### config.mk
export PLATFORM = sky130hd
export DESIGN_NAME = src_addr_guard
export DESIGN_NICKNAME = d
export VERILOG_FILES = /design/src/rtl/secchk_pkg.sv /design/src/rtl/secchk_port_cfg.sv /design/src/rtl/secchk_breach_eval.sv /design/src/rtl/secchk_policy.sv /design/src/rtl/src_addr_guard.sv
export SDC_FILE = /design/constraint.sdc
export NUM_CORES = 1
export LEC_CHECK = 0
export BUFFER_PORTS_ARGS = -buffer_cell sky130_fd_sc_hd__buf_2
export CAP_MARGIN = 20
export CORE_UTILIZATION = 34
export CTS_CLUSTER_DIAMETER = 200
export DETAILED_ROUTE_END_ITERATION = 16
export PLACE_DENSITY = 0.71
export SYNTH_ARGS = -nofsm -noshare
export SYNTH_HDL_FRONTEND = slang
export SYNTH_SLANG_ARGS = --single-unit
### constraint.sdc
create_clock -name clk -period 1.55 [get_ports clk]
set_input_delay 0.155 -clock clk [delete_from_list [all_inputs] [get_ports clk]]
set_output_delay 0.155 -clock clk [all_outputs]
set_load 0.02 [all_outputs]
### src/rtl/secchk_pkg.sv
package secchk_pkg;

    typedef enum logic [1:0] {
        POL_OFF      = 2'b00,
        POL_DROP     = 2'b01,
        POL_CPU_DEST = 2'b10,
        POL_CPU_ONLY = 2'b11
    } policy_e;

    typedef struct packed {
        logic fwd;
        logic cpu;
        logic dest;
    } verdict_t;

    typedef struct packed {
        logic port_move;
        logic unknown_src;
        logic tag_rule;
    } breach_t;

    localparam verdict_t V_PASS = '{fwd: 1'b1, cpu: 1'b0, dest: 1'b1};
    localparam verdict_t V_DROP = '{fwd: 1'b0, cpu: 1'b0, dest: 1'b0};
    localparam verdict_t V_BOTH = '{fwd: 1'b1, cpu: 1'b1, dest: 1'b1};
    localparam verdict_t V_CPU  = '{fwd: 1'b1, cpu: 1'b1, dest: 1'b0};

    function automatic logic any_breach(breach_t b);
        return b.port_move | b.unknown_src | b.tag_rule;
    endfunction

    function automatic logic is_pinned(logic is_static, logic group_bit);
        return is_static & group_bit;
    endfunction

endpackage

### src/rtl/secchk_port_cfg.sv
module secchk_port_cfg #(
    parameter int NUM_PORTS = 16,
    parameter int PORT_W    = (NUM_PORTS > 1) ? $clog2(NUM_PORTS) : 1
) (
    input  logic [PORT_W-1:0]    port,
    input  logic [NUM_PORTS-1:0] no_learn_vec,
    input  logic [NUM_PORTS-1:0] ban_untag_vec,
    input  logic [NUM_PORTS-1:0] ban_tag_vec,
    output logic                 no_learn,
    output logic                 ban_untag,
    output logic                 ban_tag
);
    logic [NUM_PORTS-1:0] sel;

    for (genvar g = 0; g < NUM_PORTS; g++) begin : g_dec
        assign sel[g] = (port == PORT_W'(g));
    end

    assign no_learn  = |(sel & no_learn_vec);
    assign ban_untag = |(sel & ban_untag_vec);
    assign ban_tag   = |(sel & ban_tag_vec);

    always_comb begin
        assert ($onehot0(sel));
    end
endmodule

### src/rtl/secchk_breach_eval.sv
module secchk_breach_eval
    import secchk_pkg::*;
#(
    parameter int PORT_W = 4
) (
    input  logic [PORT_W-1:0] in_port,
    input  logic              in_tagged,
    input  logic              lk_hit,
    input  logic [PORT_W-1:0] lk_port,
    input  logic              lk_static,
    input  logic              lk_group_bit,
    input  logic              no_learn,
    input  logic              ban_untag,
    input  logic              ban_tag,
    output breach_t           breach
);
    logic pinned;
    assign pinned = is_pinned(lk_static, lk_group_bit);

    always_comb begin
        breach             = '0;
        breach.port_move   = lk_hit & pinned & (lk_port != in_port);
        breach.unknown_src = no_learn & ~lk_hit;
        breach.tag_rule    = (ban_untag & ~in_tagged) | (ban_tag & in_tagged);
    end
endmodule

### src/rtl/secchk_policy.sv
module secchk_policy
    import secchk_pkg::*;
(
    input  policy_e  policy,
    input  breach_t  breach,
    output verdict_t verdict
);
    always_comb begin
        verdict = V_PASS;
        if (any_breach(breach)) begin
            unique case (policy)
                POL_OFF:      verdict = V_PASS;
                POL_DROP:     verdict = V_DROP;
                POL_CPU_DEST: verdict = V_BOTH;
                POL_CPU_ONLY: verdict = V_CPU;
                default:      verdict = V_PASS;
            endcase
        end
    end
endmodule

### src/rtl/src_addr_guard.sv
module src_addr_guard
    import secchk_pkg::*;
#(
    parameter int NUM_PORTS = 16,
    parameter int PORT_W    = (NUM_PORTS > 1) ? $clog2(NUM_PORTS) : 1
) (
    input  logic                 clk,
    input  logic                 rst,
    input  logic                 mode_we,
    input  logic [1:0]           mode_wdata,
    input  logic                 in_valid,
    output logic                 in_ready,
    input  logic [PORT_W-1:0]    in_port,
    input  logic                 in_tagged,
    input  logic                 lk_hit,
    input  logic [PORT_W-1:0]    lk_port,
    input  logic                 lk_static,
    input  logic                 lk_group_bit,
    input  logic [NUM_PORTS-1:0] cfg_no_learn,
    input  logic [NUM_PORTS-1:0] cfg_ban_untagged,
    input  logic [NUM_PORTS-1:0] cfg_ban_tagged,
    output logic                 out_valid,
    input  logic                 out_ready,
    output logic                 out_forward,
    output logic                 out_to_cpu,
    output logic                 out_to_dest
);
    policy_e  mode_q;
    verdict_t verdict_d, verdict_q;
    breach_t  breach;
    logic     no_learn, ban_untag, ban_tag;
    logic     take;

    secchk_port_cfg #(.NUM_PORTS(NUM_PORTS), .PORT_W(PORT_W)) u_cfg (
        .port          (in_port),
        .no_learn_vec  (cfg_no_learn),
        .ban_untag_vec (cfg_ban_untagged),
        .ban_tag_vec   (cfg_ban_tagged),
        .no_learn      (no_learn),
        .ban_untag     (ban_untag),
        .ban_tag       (ban_tag)
    );

    secchk_breach_eval #(.PORT_W(PORT_W)) u_eval (
        .in_port      (in_port),
        .in_tagged    (in_tagged),
        .lk_hit       (lk_hit),
        .lk_port      (lk_port),
        .lk_static    (lk_static),
        .lk_group_bit (lk_group_bit),
        .no_learn     (no_learn),
        .ban_untag    (ban_untag),
        .ban_tag      (ban_tag),
        .breach       (breach)
    );

    secchk_policy u_pol (
        .policy  (mode_q),
        .breach  (breach),
        .verdict (verdict_d)
    );

    assign in_ready = ~out_valid | out_ready;
    assign take     = in_valid & in_ready;

    always_ff @(posedge clk) begin
        if (rst) begin
            mode_q    <= POL_OFF;
            out_valid <= 1'b0;
            verdict_q <= '0;
        end else begin
            if (mode_we) mode_q <= policy_e'(mode_wdata);
            if (take) begin
                out_valid <= 1'b1;
                verdict_q <= verdict_d;
            end else if (out_ready) begin
                out_valid <= 1'b0;
            end
        end
    end

    assign out_forward = verdict_q.fwd;
    assign out_to_cpu  = verdict_q.cpu;
    assign out_to_dest = verdict_q.dest;

    p_reset_r1: assert property (@(posedge clk)
        rst |=> (!out_valid && mode_q == POL_OFF));

    p_off_r2: assert property (@(posedge clk) disable iff (rst)
        (take && mode_q == POL_OFF && !mode_we) |=> (out_forward && !out_to_cpu));

    p_drop_r7: assert property (@(posedge clk) disable iff (rst)
        (out_valid && !out_forward) |-> (!out_to_cpu && !out_to_dest));

    p_latency_r11: assert property (@(posedge clk) disable iff (rst)
        take |=> out_valid);

    p_hold_r12: assert property (@(posedge clk) disable iff (rst)
        (out_valid && !out_ready) |=> (out_valid && $stable(verdict_q)));
endmodule

==> impl_metrics.py <==
metrics = {
    "pwr": {
        "ir_drop_uv": 387.1,
        "cellPowerDensity_mw_per_mm2": 467.1,
        "p_leak_nw": 0.6758,
        "power_mw": 0.6435,
    },
    "global_route": {
        "grt_pass1_wl_um": 4540,
        "grt_max_degree": 12,
        "grt_pass1_vias": 1158,
        "overflow": 0,
        "grt_usage_pct": 22.11,
        "antenna_found_initial": 0,
    },
    "cells_and_area": {
        "n_antenna_cell": 0,
        "mostFrequentLayoutCells": "68 x buf_2, 13 x buf_4, 9 x nor2_1, 7 x nand2_1, 7 x nand3_1",
        "fill_cells": 218,
        "mostFrequentLayoutCell": "buf_2",
        "regArea_um2": 120.1,
        "multi_input_area_um2": 693.2,
        "num-nets-final": 257,
        "area_delta_synth_final_pct": 61.20,
        "drive_gt1_share_pct": 54.79,
    },
    "drt": {
        "vias": 1184,
        "first_pass_iters": 4,
        "post_drt_via_cell_ratio": 5.481,
        "wl_per_cell_um": 13.60,
        "drt.antenna.violating_nets": 0,
        "drt_iter0_drc": 28,
        "drt-total-wl_um": 2938,
        "post-route-drc-count": 0,
    },
    "timing": {
        "finalClockSkew_ps": 7.034,
        "worst-slew-pin-transition_ps": 448.3,
        "finalHoldViolCount": 0,
        "setup_viol": 0,
        "whs_ps": 148.1,
        "rsz0062_at_grt": "yes",
        "fmax_ghz": 0.6690,
        "slew_headroom_pct": 70.05,
        "min_period_ps": 1495,
        "post-route-period-util_pct": 96.44,
        "slew_violations": 0,
    },
    "yosys": {
        "async_reset_ff_share_pct": 0,
        "ys_types": 42,
        "synth_top_family_by_area": "compound AO/OA/AOI/OAI gates",
        "synth-seq-cells": 6,
        "synth.avg_cell_area_um2": 7.913,
        "synth-adder-area-share_pct": 0,
        "synth_edf_count": 0,
        "synth_nets": 175,
        "mappedNetlistArea_um2": 854.6,
        "synth_compound_area_share_pct": 32.06,
        "synthXorXnorAreaFrac_pct": 4.100,
        "muxShareOfSynthArea_pct": 13.62,
        "syn_inst": 108,
        "ys_seq_area_share_pct": 14.06,
        "yosys_warnings": 0,
        "yosys.area_share.simple_pct": 27.53,
        "ys.flop_type": "dfxtp_1",
    },
    "die": {
        "start_util_pct": 37.20,
        "dieWidth_um": 52.14,
        "rows": 17,
        "ios": 72,
        "dieHeight_um": 52.14,
        "dieArea_mm2": 0.002718,
        "coreArea_mm2": 0.002297,
    },
    "worst_setup_path": {
        "crit_end": "out_to_cpu$_SDFFE_PP0P_",
        "worstPathCellList": "buf_2 -> buf_12 -> buf_4 -> xnor2_1 -> nand4_1 -> a31oi_1 -> nor3_1 -> a311o_1",
        "cpLargestDelayFamily": "compound AO/OA/AOI/OAI gates",
        "path_max_fanout": 10,
        "slowest_delay_ps": 320,
        "endpoint_kind": "flop",
        "r2r-start": "out_valid$_SDFFE_PP0P_",
        "worst-path-stages": 8,
        "worst-path-buf-inv": 3,
        "r2r_slack_ps": 290,
        "r2r_cells": 5,
        "startpoint": "in_port[1]",
        "critPathLaunchType": "input pin",
        "reg2reg_to": "out_to_cpu$_SDFFE_PP0P_",
        "cp_slowest_cell": "a31oi_1",
        "worstPathArrival_ps": 1620,
        "critPathKind": "in -> reg",
        "worstPathRequired_ps": 1670,
    },
    "clock_network": {
        "cts_tree": "yes",
        "cts_htree_levels": 1,
        "cts_resized": 0,
        "cts.reportedPaths.clkPinSlew_ps": 50,
        "clk_latency_ps": 240,
        "cts_setup_buffers": 0,
        "cts_root_buf": "clkbuf_4",
        "clkSinkCount": 6,
        "postCtsHoldBufs": 0,
        "cts_buffer_depth": 2,
        "cts_buffers": 3,
    },
    "place": {
        "gp_congestion": 0.8884,
        "port_buffers": 71,
        "dp_hpwl_um": 2422,
    },
    "status": {
        "status": "complete, no violations",
    },
    "worst_hold_path": {
        "hold_class": "in -> reg",
        "hold_start": "rst",
    },
    "flow_run": {
        "drv_cap": 0,
    },
}
-- cell type report --
cell class	count	area share [%]
clock buffer	3	1.635
timing repair buffer	85	35.15
multi-input combinational	88	50.32
sequential	6	8.719
tap	28	2.543
inverter	6	1.635
-- routing by layer --
layer  part of all wire [%]  track usage [%]  vias up  routed length [um]
li1                       -                -      577                   -
met1                     40            25.57      542                1161
met2                     53            41.67       63                1547
met3                    7.7            4.094        2                 226
met4                  0.068            4.386        0                   2
met5                      0                0        -                   0
-- how the worst min path moves through the flow --
| stage | endpoint | slack, ps | cells past startpoint |
|---|---|---|---|
| floorplan | out_to_dest$_SDFFE_PP0P_ | 220 | 1 |
| global placement | out_to_dest$_SDFFE_PP0P_ | 390 | 2 |
| detailed placement | out_to_dest$_SDFFE_PP0P_ | 400 | 2 |
| CTS | out_to_dest$_SDFFE_PP0P_ | 140 | 2 |
| global route | out_to_dest$_SDFFE_PP0P_ | 140 | 2 |
| finish | out_to_dest$_SDFFE_PP0P_ | 150 | 2 |
-- cell families (layout without fill, tap and decap cells) --
| logic type | count (synthesis) | count (layout) |
|---|---|---|
| AO/OA/AOI/OAI | 31 | 31 |
| XOR/XNOR | 4 | 4 |
| buffers and inverters | 14 | 94 |
| flip-flops | 6 | 6 |
| multiplexers | 10 | 10 |
| AND/OR/NAND/NOR | 43 | 43 |
-- state kept, by name, indices dropped and copies added, names as in the netlist --
name,cells
mode_q,2
out_forward,1
out_to_cpu,1
out_to_dest,1
out_valid,1
-- stage by stage --
| step | instance area, um2 | worst slack [ps] | utilization, % | setup TNS [ps] | std cells |
|---|---|---|---|---|---|
| floorplan | 857.1 | 5.047 | - | 0 | 108 |
| global placement | 1311 | -167.6 | 57.08 | -385.3 | 213 |
| detailed placement | 1311 | -196.9 | 57.08 | -530.9 | 213 |
| CTS | 1334 | 54.96 | 58.06 | 0 | 216 |
| global route | 1378 | -30.22 | 59.97 | -30.22 | 216 |
| finish | 1378 | 55.17 | 59.97 | 0 | 216 |
-- where the power goes --
part	leakage, nW	internal, mW	switching (mW)
combinational	0.612	0.177	0.152
clock	0.0138	0.0875	0.0545
sequential	0.0497	0.166	0.00663
total	0.676	0.430	0.213
-- cells in the mapped netlist (2+ instances only) --
library cell / n / area, um2
a22o_1: 4 / 35.03
nand2_1: 7 / 26.28
xnor2_1: 4 / 35.03
nor3_1: 2 / 10.01
buf_4: 2 / 15.01
o21ai_0: 3 / 15.01
buf_2: 5 / 25.02
and4b_1: 2 / 20.02
mux2i_1: 6 / 60.06
nor2_1: 9 / 33.78
nand3_1: 7 / 35.03
nand4_1: 4 / 25.02
a22oi_1: 2 / 15.01
a31oi_1: 4 / 25.02
mux2_2: 2 / 22.52
a2bb2oi_1: 3 / 26.28
inv_1: 6 / 22.52
and3_1: 2 / 12.51
dfxtp_1: 6 / 120.1
a211oi_1: 2 / 15.01
nor2b_1: 4 / 25.02
a21oi_1: 2 / 10.01
No activity file was read; power rests on OpenSTA's default activity.
